$ cat src/rtl/lcd_drv_pkg.sv
// Shared types for the static LCD phase generator.
package lcd_drv_pkg;
    // Display mode, encoded as {T2, T1}
    typedef enum logic [1:0] {
        MODE_NORMAL  = 2'b00,
        MODE_ALL_OFF = 2'b01,
        MODE_ALL_ON  = 2'b10,
        MODE_ALT     = 2'b11
    } disp_mode_e;
endpackage

$ cat src/rtl/lcd_bp_divider.sv
// Backplane divider: free-running count advanced by an oscillator enable.
// Assumes tick is a single-cycle pulse synchronous to clk. The count is
// cleared by reset or when run is low. The phase is the count's MSB.
module lcd_bp_divider #(
    parameter int DIV_BITS = 8
) (
    input  logic clk,
    input  logic rst_n,
    input  logic run,
    input  logic tick,
    output logic phase
);
    localparam int MSB = DIV_BITS - 1;

    logic [MSB:0] count_q;

    // Advance the count on each tick; clear on reset or blanking
    always_ff @(posedge clk) begin
        if (!rst_n || !run) begin
            count_q <= '0;
        end else if (tick) begin
            count_q <= count_q + 1'b1;
        end
    end

    assign phase = count_q[MSB];
endmodule

$ cat src/rtl/lcd_seg_select.sv
// Segment selector: chooses, per segment, whether it is lit, based on mode.
// Purely combinational. Bit index i is segment number i+1.
module lcd_seg_select
    import lcd_drv_pkg::*;
#(
    parameter int NUM_SEG = 38
) (
    input  disp_mode_e         mode,
    input  logic [NUM_SEG-1:0] pattern,
    output logic [NUM_SEG-1:0] lit
);
    for (genvar g = 0; g < NUM_SEG; g++) begin : g_seg
        // Odd-numbered segment (even bit index) is lit in alternating mode
        localparam logic ALT_LIT = ((g % 2) == 0);

        // Decode the lit state of one segment
        always_comb begin
            unique case (mode)
                MODE_NORMAL:  lit[g] = pattern[g];
                MODE_ALL_OFF: lit[g] = 1'b0;
                MODE_ALL_ON:  lit[g] = 1'b1;
                default:      lit[g] = ALT_LIT;
            endcase
        end
    end
endmodule

$ cat src/rtl/lcd_phase_out.sv
// Output stage: registers the backplane and all segment levels together.
// A lit segment is the inverse of the backplane. Blanking forces all levels low.
module lcd_phase_out #(
    parameter int NUM_SEG = 38
) (
    input  logic               clk,
    input  logic               rst_n,
    input  logic               blank,
    input  logic               phase,
    input  logic [NUM_SEG-1:0] lit,
    output logic               bp_q,
    output logic [NUM_SEG-1:0] seg_q
);
    // Register every drive level on the same edge so they never skew
    always_ff @(posedge clk) begin
        if (!rst_n || blank) begin
            bp_q  <= 1'b0;
            seg_q <= '0;
        end else begin
            bp_q  <= phase;
            seg_q <= {NUM_SEG{phase}} ^ lit;
        end
    end
endmodule

$ cat src/rtl/lcd_phase_drv.sv
// Top: static LCD backplane and segment phase generator.
// Assumes osc_tick is synchronous to clk, and pattern is held stable by an
// upstream latch. Outputs are logic levels for the high-voltage translators.
module lcd_phase_drv
    import lcd_drv_pkg::*;
#(
    parameter int NUM_SEG  = 38,
    parameter int DIV_BITS = 8
) (
    input  logic               clk,
    input  logic               rst_n,
    input  logic               osc_tick,
    input  logic [NUM_SEG-1:0] pattern,
    input  logic [1:0]         test_sel,
    input  logic               supply_ok,
    output logic               bp_out,
    output logic [NUM_SEG-1:0] seg_out
);
    logic               phase;
    logic [NUM_SEG-1:0] lit;
    disp_mode_e         mode;

    assign mode = disp_mode_e'(test_sel);

    lcd_bp_divider #(.DIV_BITS(DIV_BITS)) u_div (
        .clk   (clk),
        .rst_n (rst_n),
        .run   (supply_ok),
        .tick  (osc_tick),
        .phase (phase)
    );

    lcd_seg_select #(.NUM_SEG(NUM_SEG)) u_sel (
        .mode    (mode),
        .pattern (pattern),
        .lit     (lit)
    );

    lcd_phase_out #(.NUM_SEG(NUM_SEG)) u_out (
        .clk   (clk),
        .rst_n (rst_n),
        .blank (!supply_ok),
        .phase (phase),
        .lit   (lit),
        .bp_q  (bp_out),
        .seg_q (seg_out)
    );
endmodule

$ cat config.mk
export PLATFORM = sky130hd
export DESIGN_NAME = lcd_phase_drv
export DESIGN_NICKNAME = d
export VERILOG_FILES = /design/src/rtl/lcd_drv_pkg.sv /design/src/rtl/lcd_bp_divider.sv /design/src/rtl/lcd_seg_select.sv /design/src/rtl/lcd_phase_out.sv /design/src/rtl/lcd_phase_drv.sv
export SDC_FILE = /design/constraint.sdc
export NUM_CORES = 1
export LEC_CHECK = 0
export BUFFER_PORTS_ARGS = -buffer_cell sky130_fd_sc_hd__buf_2
export CAP_MARGIN = 20
export CORE_MARGIN = 4
export CORE_UTILIZATION = 51
export DETAILED_ROUTE_END_ITERATION = 8
export PLACE_DENSITY_LB_ADDON = 0.05
export SYNTH_ARGS = -nofsm -noshare
export SYNTH_HDL_FRONTEND = slang
export SYNTH_SLANG_ARGS = --single-unit
$ cat constraint.sdc
create_clock -name clk -period 2.9 [get_ports clk]
set_input_delay 0.435 -clock clk [delete_from_list [all_inputs] [get_ports clk]]
set_output_delay 0.435 -clock clk [all_outputs]
set_load 0.02 [all_outputs]
======== Yosys cells after proc, flatten, opt, wreduce, memory -nomap -nowiden ========
Cells that the tools add are included.
operators by class
  mux-type cells .......................... 38
  reductions and logical operators ........ 4
  eq/ne operators ......................... 2
  $add $sub $neg .......................... 1
  bitwise logic cells ..................... 1
operator list
  cell                                                                   count
  1-bit one-hot mux with 2 select lines                                  38
  38-bit XOR                                                             1
  8-bit by 1-bit adder with 8-bit output, second input constant          1
  2-bit by 1-bit equality test with 1-bit output, second input constant  1
  2-bit equality test, second input constant                             1
  1-bit logical NOT                                                      2
  2-bit logical NOT                                                      1
  1-bit logical OR                                                       1
storage, ports and cells
  output and inout port bits .............. 39
  word-level logic and storage cells ...... 49
  bits in registers ....................... 47
  bits of input ports ..................... 44

======== Depth between registers and ports, before layout ========
Gate-level depths: netlist (run 1).
  depth after elaboration ................. 3
  depth in mapped cells ................... 5

======== Cells and area by module ========
A second synthesis (run 1) with hierarchy kept.
unflattened totals
  cell total of the unflattened synthesis .. 230
  area total of the unflattened synthesis .. 2038.2 um^2
modules (own cells, without submodules)
  module          cells each  area each (um^2)  sequential area each (um^2)  times used
  lcd_phase_out   127         1345.0            780.7                        1
  lcd_seg_select  65          350.3             0.0                          1
  lcd_bp_divider  37          339.1             160.2                        1
  lcd_phase_drv   1           3.8               0.0                          1

======== Least setup slack after synthesis (run 1) ========
Ideal clock, no wire load.
  kind .................................... input-to-reg
  from .................................... input test_sel[0]
  to ...................................... register u_out.seg_q[23]
  path buffers ............................ 2
  setup slack ............................. 1.631 ns
  arrival time ............................ 1.199 ns
  data required time ...................... 2.829 ns
  cell stages on the path ................. 4
  cell sequence ........................... buf_2 > clkbuf_1 > or3_1 > a21oi_1
on the way
  cells in the longest elaborated chain, start to end .. 3
  elaborated cells between the ends (all ways) .. 4
  classes of those cells .................. 1 x eq/ne; 1 x mux; 1 x bitwise; 1 x reduce/logical
ends and longest elaborated chain
  item                                                      RTL line              RTL
  start, declared                                           lcd_phase_drv.sv:14   input logic [1:0] test_sel,
  2-bit equality test or 2-bit logical NOT (tied branches)  lcd_seg_select.sv:18  unique case (mode)
  1-bit one-hot mux with 2 select lines *                   lcd_seg_select.sv:18
  38-bit XOR *                                              lcd_phase_out.sv:21   seg_q <= {NUM_SEG{phase}} ^ lit;
  end signal, assigned                                      lcd_phase_out.sv:21
  end, declared                                             lcd_phase_out.sv:12   output logic [NUM_SEG-1:0] seg_q
Every way passes the cells marked *; elsewhere a longest branch is shown, timed or not.
A chain may end at the register's enable or synchronous reset.

======== Worst setup path in the final report (run 1) ========
  from .................................... register u_div.count_q[7]
  to ...................................... register u_out.seg_q[0]
on the way
  cells in the longest elaborated chain, start to end .. 1
ends and longest elaborated chain
  item                    RTL line              RTL
  start, declared         lcd_bp_divider.sv:15  logic [MSB:0] count_q;
  start signal, assigned  lcd_bp_divider.sv:22  count_q <= count_q + 1'b1;
  38-bit XOR              lcd_phase_out.sv:21
Every way passes these cells.

==> impl_metrics.yaml, run 1 <==
clock_tree:
  clk_latency_ns: 0.29
  hold_buffers: 0
  clk_path_buf_depth: 2
  cts_made_buffers: 5
  cts_sinks: 47
  clk_pin_slew_ns: 0.08
  post_cts_resized: 0
  htree_levels: 2
  cts_root_buf: "clkbuf_8"
  cts_tree: "built"
  cts_setup_buffers: 0
synth:
  ys_ff_latch: 47
  ys_types: 22
  syn_inst: 251
  synth_top_area_share: 0.4594
  syn_area_per_cell_um2: 8.160
  seq_area_frac_synth: 0.4594
  synthesis.nets: 296
  synth_area_leader_cell: "dfxtp_1"
  yosys-top-cells-area: "dfxtp_1 (46%), nor3_1 (9.3%), o21a_1 (7.0%)"
  netlist_area_mm2: 0.002048
  yosysWarnings: 0
sta:
  setup_viol: 0
  fin_skew_ns: 0.002745
  hold_slack_ns: 0.4274
  finalHoldViolations: 0
  drv_slew: 0
  rsz0062_at_grt: "no"
  period_needed_ns: 1.583
  maxSlewHeadroom: 0.4813
  fmax_mhz: 631.7
  fin_tns_setup_ns: 0
  layout_setup_ws_ns: 1.317
  worst_pin_slew_ns: 0.7781
  fin_crit_sh: 0.5458
status:
  status: "complete, no violations"
global_route:
  grt_max_degree: 58
  antenna_found_initial: 0
  first_global_vias: 1697
  grt_pass1_wl_um: 7424
  gr-usage-all-layers: 0.1764
  gr-total-overflow: 0
floorplan:
  die_h_um: 71.37
  boundaryPins: 83
  die_width_um: 71.37
  rows: 22
  start_util: 0.5431
  die_area_mm2: 0.005094
  core_area_mm2: 0.003771
detailed_routing:
  remaining_drc_errors: 0
  drt_iter0_markers: 123
  wl_um: 4413
  via_per_inst: 5.264
  drt_first_pass_iters: 5
  vias: 1932
  wl_per_cell_um: 12.02
  ant_nets: 0
placement:
  pre_cts_slack_ns: 1.227
  port_buffers: 82
  place_hpwl_um: 2976
  gp_congestion: 0.7235
finish:
  diodes: 0
  area_growth_pct: 23.34
  final_nets: 364
  drive_above_1_share: 0.2947
  fin_util: 0.6699
critical_path:
  slowest_stage: "dfxtp_2"
  start_kind: "flop"
  required_ns: 3.10
  critPathKind: "reg -> reg"
  cp_slowest_stage_delay_ns: 0.84
  cp_max_fo: 57
  crit_path_frequent_cell: "nor3_1"
  path_cells: "buf_4 > nor3_1 > nor3_1"
  r2r-start: "u_div.count_q[7]"
  crit_arrival_ns: 1.79
  critPathCaptureType: "flop"
  cp-startpoint: "u_div.count_q[7]"
  r2r_cells: 3
worst_hold_path:
  hp-start: "rst_n"
  hold_class: "in -> reg"
  whs_path_depth: 2
job:
  drv_cap: 0
power:
  leakage_uw: 0.001139
  peakVddDrop_mv: 0.2384
  power_density_mw_per_mm2: 487.7
## critical path: cells and delay by family, from the launching register on
kind | cells | cell delay, ns
buffers and inverters | 1 | 0.36
flip-flops | 1 | 0.84
AND/OR/NAND/NOR | 2 | 0.29
## per-layer routing
layer | vias up | global-route usage | part of all wire | routed length, um
met5 | - | 0 | 0 | 0
met3 | 5 | 0.04628 | 0.071 | 315
met1 | 858 | 0.2349 | 0.46 | 2023
met2 | 61 | 0.2816 | 0.46 | 2027
li1 | 1008 | - | - | -
met4 | 0 | 0.05010 | 0.011 | 47
## cells in the final DEF (no fill, tap or decap), drive strengths merged
master  synthesis  routed
nand2           5       5
ha              1       1
or4             1       1
o21a           19      19
or3            21      21
a21oi          21      21
xor2            3       3
clkinv          0       1
nor2b          19      19
xnor2           1       1
mux2i           1       1
o21ai          22      22
and3            1       1
buf            10      85
dfxtp          47      47
nor2           24      24
nor3           38      38
clkbuf         14       6
nand4           3       3
## layout make-up
type / instances / area [um2]
Timing Repair Buffer: 85 / 432.9
Multi-Input combinational cell: 180 / 1003
Clock buffer: 6 / 82.58
Sequential cell: 47 / 942.2
Fill cell: 331 / 1245
Tap cell: 48 / 60.06
Clock inverter: 1 / 5.005
## where the power goes
part	internal, uW	switching, uW	leakage (uW)
Sequential	668	7.02	0.000385
Combinational	68.3	99.8	0.000707
Clock	187	201	0.0000470
Total	924	308	0.00114
## synthesized netlist by cell type
cell type,count
dfxtp_1,47
nor3_1,38
nor2_1,24
o21ai_0,22
a21oi_1,21
or3_1,21
nor2b_1,19
o21a_1,19
clkbuf_1,13
buf_2,7
nand2_1,5
xor2_1,3
buf_1,2
nand4_1,2
and3_1,1
buf_4,1
clkbuf_2,1
ha_1,1
mux2i_1,1
nand4_2,1
or4_1,1
xnor2_1,1
## through the flow
| step | instances | cell area, um2 | power, uW |
|---|---|---|---|
| 6_report | 367 | 2526 | 1232 |
| 5_1_grt | 367 | 2526 | 1295 |
| 4_1_cts | 367 | 2526 | 1246 |
| 3_5_place_dp | 360 | 2439 | 860.4 |
| 3_3_place_gp | 360 | 2439 | 857.9 |
| 2_1_floorplan | 251 | 2048 | 798.5 |
## sequential cells by signal (all words and copies together) (netlist names)
register	count
u_out.seg_q	38
u_out.bp_q	1
u_div.count_q	8
## path summary, 6_finish.rpt
path	slack (ns)	to
worst max-delay path	1.32	u_out.seg_q[0]
worst min-delay path	0.43	u_out.bp_q
worst max register to register	1.32	u_out.seg_q[0]
worst min register to register	0.50	u_div.count_q[6]
## cell families (layout without fill, tap and decap cells)
kind of cell               after synthesis  in the layout  synth area share
AOI/OAI and AO/OA                       62             62            0.1747
xor gates and xnor gates                 4              4           0.01711
adders and majority gates                1              1          0.006108
buffers and inverters                   24             92           0.05070
DFF                                     47             47            0.4594
muxes                                    1              1          0.004887
and+or+nand+nor                        112            112            0.2871
(Power assumes the default switching activity.)
==> run 2: changes to the inputs <==
--- a/config.mk
+++ b/config.mk
@@ -8,7 +8,7 @@
 export BUFFER_PORTS_ARGS = -buffer_cell sky130_fd_sc_hd__buf_2
 export CAP_MARGIN = 20
 export CORE_MARGIN = 4
-export CORE_UTILIZATION = 51
+export CORE_UTILIZATION = 43
 export DETAILED_ROUTE_END_ITERATION = 8
 export PLACE_DENSITY_LB_ADDON = 0.05
 export SYNTH_ARGS = -nofsm -noshare
==> constraint.sdc (replaced) <==
create_clock -name clk -period 1.36 [get_ports clk]
set_input_delay 0.204 -clock clk [delete_from_list [all_inputs] [get_ports clk]]
set_output_delay 0.204 -clock clk [all_outputs]
set_load 0.02 [all_outputs]
==> impl_metrics.yaml, run 2 (synthesis gave the netlist of run 1 again) <==
clock_tree:
  htree_levels: 2
  clk_latency_ns: 0.29
  clk_pin_slew_ns: 0.08
  cts_tree: "built"
  post_cts_resized: 0
  clk_path_buf_depth: 2
  cts_setup_buffers: 0
  cts_root_buf: "clkbuf_8"
  cts_sinks: 47
  hold_buffers: 0
  cts_made_buffers: 5
sta:
  maxSlewHeadroom: 0.8251
  setup_viol: 0
  hold_slack_ns: 0.1802
  fmax_mhz: 807.0
  finalHoldViolations: 0
  period_needed_ns: 1.239
  rsz0062_at_grt: "no"
  fin_tns_setup_ns: 0
  fin_skew_ns: 0.001653
  fin_crit_sh: 0.9112
  worst_pin_slew_ns: 0.2623
  drv_slew: 0
finish:
  drive_above_1_share: 0.3003
  largest_registers: "u_out.seg_q: 38 flops, u_div.count_q: 8 flops, u_out.bp_q: 1 flops"
  fillers: 425
  final_common_cell: "buf_2"
  area_growth_pct: 27.73
  multi_input_area_mm2: 0.001003
  fin_area_mm2: 0.002616
  diodes: 0
  final-seq-area_um2: 942.2
  largest_reg_flops: 38
  layout_common_cells: "buf_2 (82), dfxtp_1 (46), nor3_1 (38), nor2_1 (24), o21ai_0 (22)"
  final_nets: 367
  top_register: "u_out.seg_q"
job:
  drv_cap: 0
global_route:
  first_global_vias: 1726
  grt_pass1_wl_um: 8024
  gr-usage-all-layers: 0.1624
  gr-total-overflow: 0
  antenna_found_initial: 0
  grt_max_degree: 58
detailed_routing:
  wl_per_cell_um: 12.84
  ant_nets: 0
  via_per_inst: 5.107
  wl_um: 4816
  drt_iter0_markers: 97
  vias: 1915
  remaining_drc_errors: 0
  drt_first_pass_iters: 4
worst_hold_path:
  hold_class: "in -> reg"
floorplan:
  die_area_mm2: 0.005931
  core_area_mm2: 0.004474
  rows: 24
  start_util: 0.4578
  die_h_um: 77.02
  die_width_um: 77.02
  boundaryPins: 83
power:
  totalPowerFinal_uw: 2730
  power_density_mw_per_mm2: 1043
  peakVddDrop_mv: 0.5359
  leakage_uw: 0.001176
critical_path:
  slowest_stage: "dfxtp_1"
  required_ns: 1.59
  critPathKind: "reg -> reg"
  r2r_setup_slack_ns: 0.12
  critPathCaptureType: "flop"
  start_kind: "flop"
  crit_arrival_ns: 1.47
  cp_slowest_stage_delay_ns: 0.39
  cp_max_fo: 3
  crit_buf_inv: 0
  cp_top_family: "simple AND/OR/NAND/NOR gates"
  path_cells: "ha_1 > nand4_1 > or3_1 > a21oi_1"
placement:
  dpl_cell_area_mm2: 0.002516
  port_buffers: 82
  gp_congestion: 0.7252
  place_hpwl_um: 3119
status:
  status: "complete, no violations"
run 2: cell count changes in the layout (fill, tap and decap cells not counted), sizes merged:
| cell | previous run | this run |
|---|---|---|
| clkbuf | 6 | 8 |
| clkinv | 1 | 0 |
| buf | 85 | 88 |
run 2: worst reg2reg max path: stages (launching register included):
cell	delay, ns
dfxtp_1	0.39
ha_1	0.18
nand4_1	0.15
or3_1	0.33
a21oi_1	0.14
run 2: metrics by stage:
step | utilization | std cells | worst slack, ns
finish | 0.5847 | 375 | 0.1208
global route | 0.5847 | 375 | 0.03187
CTS | 0.5847 | 375 | 0.1193
detailed placement | 0.5624 | 367 | 0.1377
global placement | 0.5624 | 367 | 0.1615
floorplan | - | 251 | 0.1990
run 2: power breakdown:
group	leakage, uW	switching [uW]	total (uW)	internal (uW)
Clock	0.0000515	444	908	464
Sequential	0.000385	14.1	1440	1430
Combinational	0.000739	221	382	161
Total	0.00118	679	2730	2050
run 2: path summary, 6_finish.rpt:
check,cells after the start,startpoint,to
max,4,u_div.count_q[0],u_div.count_q[6]
min,2,rst_n,u_out.bp_q
max reg2reg,4,u_div.count_q[0],u_div.count_q[6]
min reg2reg,2,u_div.count_q[6],u_div.count_q[6]
run 2: per-layer routing:
layer	track usage	vias to the layer above	part of all wire	wire length, um
met4	0.05516	0	0.016	77
met3	0.05035	7	0.072	345
met5	0	-	0	0
li1	-	1010	-	-
met2	0.2639	53	0.44	2116
met1	0.2039	845	0.47	2277
run 2: cell type report:
cell class	instances	area share
clock buffers	8	0.03826
well taps	52	0.02487
flip-flops and latches	47	0.3601
multi-input cells	180	0.3835
repair buffers	88	0.1932
